`src/rtl/iq_pkg.sv`:
```
package iq_pkg;
  // Barrier sequencing: idle, waiting for drain, one-cycle release.
  typedef enum logic [1:0] {
    BAR_IDLE = 2'd0,
    BAR_WAIT = 2'd1,
    BAR_REL  = 2'd2
  } bar_state_e;

  function automatic logic bar_blocks(input bar_state_e s);
    return s == BAR_WAIT;
  endfunction

  function automatic logic bar_releases(input bar_state_e s);
    return s == BAR_REL;
  endfunction
endpackage

```
`src/rtl/iq_fifo.sv`:
```
module iq_fifo #(
  parameter int W     = 16,
  parameter int DEPTH = 4
) (
  input  logic                         clk,
  input  logic                         rst_n,
  input  logic                         push,
  input  logic [W-1:0]                 din,
  input  logic                         pop,
  output logic [W-1:0]                 head,
  output logic [$clog2(DEPTH+1)-1:0]   count,
  output logic                         empty
);
  localparam int PW = (DEPTH > 1) ? $clog2(DEPTH) : 1;
  localparam int CW = $clog2(DEPTH + 1);

  function automatic logic [PW-1:0] step_ptr(input logic [PW-1:0] p);
    return (p == PW'(DEPTH - 1)) ? '0 : p + 1'b1;
  endfunction

  logic [W-1:0]  slot [DEPTH];
  logic [PW-1:0] wr_ptr, rd_ptr;
  logic [CW-1:0] fill_lvl;

  always_ff @(posedge clk) begin
    if (push) slot[wr_ptr] <= din;
  end

  always_ff @(posedge clk or negedge rst_n) begin
    if (!rst_n) begin
      wr_ptr   <= '0;
      rd_ptr   <= '0;
      fill_lvl <= '0;
    end else begin
      if (push) wr_ptr <= step_ptr(wr_ptr);
      if (pop)  rd_ptr <= step_ptr(rd_ptr);
      case ({push, pop})
        2'b10:   fill_lvl <= fill_lvl + 1'b1;
        2'b01:   fill_lvl <= fill_lvl - 1'b1;
        default: fill_lvl <= fill_lvl;
      endcase
    end
  end

  assign head  = slot[rd_ptr];
  assign count = fill_lvl;
  assign empty = (fill_lvl == '0);
endmodule

```
`src/rtl/iq_tag_store.sv`:
```
module iq_tag_store #(
  parameter int AW   = 16,
  parameter int SETS = 8
) (
  input  logic          clk,
  input  logic          rst_n,
  input  logic          fill_en,
  input  logic [AW-1:0] fill_addr,
  input  logic          clr_en,
  input  logic [AW-1:0] clr_addr,
  input  logic [AW-1:0] look_addr,
  output logic          look_hit,
  output logic          clr_match
);
  localparam int IW = $clog2(SETS);
  localparam int TW = AW - IW;

  function automatic logic [IW-1:0] set_of(input logic [AW-1:0] a);
    return a[IW-1:0];
  endfunction

  function automatic logic [TW-1:0] tag_of(input logic [AW-1:0] a);
    return a[AW-1:IW];
  endfunction

  logic          vld [SETS];
  logic [TW-1:0] tg  [SETS];

  assign clr_match = vld[set_of(clr_addr)]  && (tg[set_of(clr_addr)]  == tag_of(clr_addr));
  assign look_hit  = vld[set_of(look_addr)] && (tg[set_of(look_addr)] == tag_of(look_addr));

  for (genvar g = 0; g < SETS; g++) begin : g_set
    always_ff @(posedge clk or negedge rst_n) begin
      if (!rst_n) begin
        vld[g] <= 1'b0;
        tg[g]  <= '0;
      end else if (fill_en && set_of(fill_addr) == IW'(g)) begin
        vld[g] <= 1'b1;
        tg[g]  <= tag_of(fill_addr);
      end else if (clr_en && clr_match && set_of(clr_addr) == IW'(g)) begin
        vld[g] <= 1'b0;
      end
    end
  end
endmodule

```
`src/rtl/iq_barrier_ctl.sv`:
```
module iq_barrier_ctl
  import iq_pkg::*;
(
  input  logic clk,
  input  logic rst_n,
  input  logic req,
  input  logic q_empty,
  output logic stall,
  output logic done
);
  bar_state_e st, st_nx;

  always_comb begin
    st_nx = st;
    case (st)
      BAR_IDLE: if (req) st_nx = BAR_WAIT;
      BAR_WAIT: if (q_empty) st_nx = BAR_REL;
      BAR_REL:  st_nx = req ? BAR_WAIT : BAR_IDLE;
      default:  st_nx = BAR_IDLE;
    endcase
  end

  always_ff @(posedge clk or negedge rst_n) begin
    if (!rst_n) st <= BAR_IDLE;
    else        st <= st_nx;
  end

  assign stall = bar_blocks(st);
  assign done  = bar_releases(st);
endmodule

```
`src/rtl/inval_queue.sv`:
```
module inval_queue #(
  parameter int AW    = 16,
  parameter int DEPTH = 4,
  parameter int SETS  = 8
) (
  input  logic          clk,
  input  logic          rst_n,
  input  logic          inv_valid,
  input  logic [AW-1:0] inv_addr,
  output logic          inv_ready,
  output logic          inv_ack,
  input  logic          fill_valid,
  input  logic [AW-1:0] fill_addr,
  input  logic          tag_port_busy,
  input  logic          bar_req,
  output logic          bar_done,
  input  logic [AW-1:0] ld_addr,
  output logic          ld_hit,
  output logic          ld_stall
);
  localparam int CW = $clog2(DEPTH + 1);

  // Named internal events, observed by the bound checker.
  logic          inv_push;
  logic          seq_apply;
  logic [CW-1:0] q_count;
  logic          q_empty;
  logic [AW-1:0] q_head;
  logic          head_present;

  assign inv_ready = (q_count != CW'(DEPTH));
  assign inv_push  = inv_valid && inv_ready;
  assign seq_apply = !q_empty && !fill_valid && !tag_port_busy;

  iq_fifo #(.W(AW), .DEPTH(DEPTH)) fifo_i (
    .clk   (clk),
    .rst_n (rst_n),
    .push  (inv_push),
    .din   (inv_addr),
    .pop   (seq_apply),
    .head  (q_head),
    .count (q_count),
    .empty (q_empty)
  );

  iq_tag_store #(.AW(AW), .SETS(SETS)) tags_i (
    .clk       (clk),
    .rst_n     (rst_n),
    .fill_en   (fill_valid),
    .fill_addr (fill_addr),
    .clr_en    (seq_apply),
    .clr_addr  (q_head),
    .look_addr (ld_addr),
    .look_hit  (ld_hit),
    .clr_match (head_present)
  );

  iq_barrier_ctl bar_i (
    .clk     (clk),
    .rst_n   (rst_n),
    .req     (bar_req),
    .q_empty (q_empty),
    .stall   (ld_stall),
    .done    (bar_done)
  );

  always_ff @(posedge clk or negedge rst_n) begin
    if (!rst_n) inv_ack <= 1'b0;
    else        inv_ack <= inv_push;
  end
endmodule

```
`config.mk`:
```
export PLATFORM = sky130hd
export DESIGN_NAME = inval_queue
export DESIGN_NICKNAME = d
export VERILOG_FILES = /design/src/rtl/iq_pkg.sv /design/src/rtl/iq_fifo.sv /design/src/rtl/iq_tag_store.sv /design/src/rtl/iq_barrier_ctl.sv /design/src/rtl/inval_queue.sv
export SDC_FILE = /design/constraint.sdc
export NUM_CORES = 1
export LEC_CHECK = 0
export ABC_CLOCK_PERIOD_IN_PS = 6200
export BUFFER_PORTS_ARGS = -buffer_cell sky130_fd_sc_hd__buf_2
export CAP_MARGIN = 20
export CORE_ASPECT_RATIO = 1.75
export CORE_MARGIN = 1
export CORE_UTILIZATION = 66
export CTS_BUF_LIST = sky130_fd_sc_hd__clkbuf_16
export CTS_CLUSTER_SIZE = 14
export DETAILED_ROUTE_END_ITERATION = 10
export HOLD_SLACK_MARGIN = 0.06
export PLACE_DENSITY = 0.82
export SKIP_LAST_GASP = 1
export SLEW_MARGIN = 30
export SYNTH_ARGS = -nofsm -noshare
export SYNTH_HDL_FRONTEND = slang
export SYNTH_SLANG_ARGS = --single-unit
```
`constraint.sdc`:
```
create_clock -name clk -period 6.2 [get_ports clk]
set_clock_uncertainty 0.15 [all_clocks]
set_input_delay 0.62 -clock clk [delete_from_list [all_inputs] [get_ports clk]]
set_output_delay 0.62 -clock clk [all_outputs]
set_load 0.03 [all_outputs]
```
==> qor.txt <==
Drt first pass iters - 5
Int Pwr - 2.920 mW
#FFs+latches synth - 186
Required time of the critical path - 6.36 ns
Via count - 5874
Syn nets - 696
Die height - 159.7 um
CP Class - register to register
Seq/Total Area, Yosys - 0.5304
Total wire length - 21490 um
Clock power frac - 0.243
Starting Density - 0.6744
P_leak - 4.216 nW
Hold buffer count at CTS - 0
EDFF count, synth - 64
Layout Nets - 747
Row cnt - 57
Synth Flop Type - dfrtp_1
R2r setup slk - 1.62 ns
Mean area per synthesized cell - 14.77 um^2
CTS resizes - 0
Remaining DRCs - 0
TNS Setup - 0 ns
Pwr Density - 430.9 nW/um^2
H-tree depth - 4
P&R area growth vs syn - 11.25%
FF-to-FF End - tags_i.vld[7]
Worst setup SP type - register
Ranking of synthesized cells by area - dfrtp_1, edfxtp_1, mux2_2
Total grt overflow - 0
# setup viols final - 0
RSZ-0062 raised after global routing - false
Biggest area consumer among synthesized cells - dfrtp_1
Total Power - 4.496 mW
Commonest non-fill, non-tap cells in the layout - dfrtp_1, mux2_2, edfxtp_1
Sw frac - 0.3506
Worst R2R Start - fifo_i.rd_ptr[0]
Sequential power share - 0.386
CTS tree - done
Share of post-route cells with drive strength above 1 - 0.3877
Port bufs - 58
Inserted Diodes - 0
Max IR drop VDD - 0.0003009 V
Status - finished, final reports clean
Clock-pin slew on the worst setup and hold paths - 0.08 ns
Die area - 14710 um^2
GR Util All Layers - 0.3164
Synth warnings - 0
Initial antenna violation count - 0
Max-slew violations - 0
CP max FO - 27
Fin. Hold Viols - 0
Combinational power share - 0.371
Max-Cap Viols - 0
Number of global-route vias before repair - 6359
Worst setup EP type - register
Min-Delay Path Class - input pin to async pin
Post-synth top area share - 0.3255
GP Congestion - 0.9832
Post-synthesis cell type count - 53
Ports - 59
Relative slew margins - 0.2815
Worst-Margin Slew - 1.074 ns
Area of the mapped netlist - 9379 um^2
FFs w/ async S/R, synth - 0.6559
Commonest non-fill, non-tap cell in the layout - dfrtp_1
Postcts setup bufs - 0
Initial drt markers - 465
Die Wd - 92.11 um
Vias per inst - 6.705
Skew-Pair Late Insertion Delay - 0.42 ns
Share of the clock period used by the worst path - 0.7385
Fin crit period - 4.579 ns
DP HPWL - 14380 um
Switching pwr - 1.577 mW
Crit path arrival time - 4.73 ns
Cells after synthesis - 635
Worst Reg-to-Reg Cells - 9
First-pass GRT wire length - 34580 um
Final ANT Viol Nets - 0
Core Area - 13910 um^2
Largest net degree at the start of global routing - 77
Sink Count - 186
Root buffer cell - clkbuf_16
Fmax - 218.4 MHz
Clock Path Buffers - 2
Wire length per cell - 24.53 um
Inserted Clock Buffers - 17
-- through the flow --
step                utilization  hold WS (ns)  worst slack [ns]  area (um^2)  instances
floorplan                     -        0.1744             1.804         9379        635
global placement         0.7058        0.3302             1.771         9816        843
finish                   0.7502       0.04693             1.621        10430        876
CTS                      0.7489       0.06789             1.606        10420        875
global route             0.7502       0.08825             1.346        10430        876
detailed placement       0.7058        0.3493             1.698         9816        843
-- worst max path at each step --
stage / from / to / slack [ns] / cells after the start
floorplan: ld_addr[0] / ld_hit / 1.80 / 7
global placement: fifo_i.rd_ptr[0] / tags_i.vld[7] / 1.77 / 9
detailed placement: fifo_i.rd_ptr[0] / tags_i.vld[7] / 1.70 / 9
CTS: fifo_i.rd_ptr[0] / tags_i.vld[7] / 1.61 / 9
global route: fifo_i.rd_ptr[0] / tags_i.vld[7] / 1.35 / 9
finish: fifo_i.rd_ptr[0] / tags_i.vld[7] / 1.62 / 9
-- synth_stat cells (2+ instances only) --
cell and instances:
ha_1 6, xnor2_1 10, o22ai_1 4, or4b_2 2, o21ai_0 9, dfrtp_1 122
nand2_1 25, or4_1 5, nand4_1 5, nand4b_1 3, inv_1 15, and3_1 4
clkbuf_1 19, edfxtp_1 64, o221a_2 2, buf_2 6, o22a_1 5, mux2_2 110
a21o_1 2, mux2i_1 51, nor2b_1 10, a2bb2oi_1 4, a22o_1 3, a21oi_1 3
and2_1 2, nor2_1 8, a211oi_1 3, or3_1 4, a22oi_1 6, nor3_1 8
mux4_2 49, o221ai_1 3, nor3b_1 2, nand3_1 3, xor2_1 16, nand2b_1 11
a221oi_1 6, buf_6 5, buf_4 2, buf_1 5
-- critical path: stages (launching register included) --
cell	delay, ns
dfrtp_1	0.75
buf_4	0.36
mux4_2	0.83
nor2b_1	0.31
a22o_1	0.25
a221oi_1	0.42
xor2_1	0.14
or4_1	0.51
a2111o_1	0.52
o22a_1	0.21
-- cell type report --
class / count / area, um^2
Sequential cell: 186 / 4975
Timing Repair Buffer: 69 / 386.6
Clock inverter: 15 / 173.9
Clock buffer: 17 / 425.4
Tap cell: 177 / 221.5
Fill cell: 878 / 3473
Multi-Input combinational cell: 397 / 4195
Inverter: 15 / 56.30
-- power groups by stage --
stage	Clock [mW]	Sequential, mW	Combinational, mW
after floorplan	0	1.68	1.33
after global placement	0	1.73	1.61
after detailed placement	0	1.75	1.66
after CTS	1.11	1.73	1.66
after global routing	1.15	1.77	1.79
final	1.09	1.74	1.67
-- flip-flops by register name, summed over array words and instances, names as in the netlist --
| signal | count |
|---|---|
| fifo_i.count | 3 |
| inv_ack | 1 |
| fifo_i.rd_ptr | 2 |
| tags_i.vld | 8 |
| bar_i.st | 2 |
| tags_i.tg | 104 |
| fifo_i.slot | 64 |
| fifo_i.wr_ptr | 2 |
-- kinds of logic after synthesis --
logic type,synth area share
multiplexers,0.3058
flip-flops,0.5304
XOR/XNOR,0.02428
buffers and inverters,0.02641
AND/OR/NAND/NOR,0.05710
AO/OA/AOI/OAI,0.04589
adder cells (fa/ha/maj),0.01014
-- per-layer routing --
| metal | up-vias | wire length [um] | global-route usage |
|---|---|---|---|
| met3 | 66 | 816 | 0.04143 |
| met5 | - | 0 | 0 |
| li1 | 2548 | - | - |
| met1 | 3041 | 7650 | 0.3628 |
| met4 | 0 | 1048 | 0.1605 |
| met2 | 219 | 11980 | 0.5712 |
Note: power is estimated with default switching activity, not from simulation.
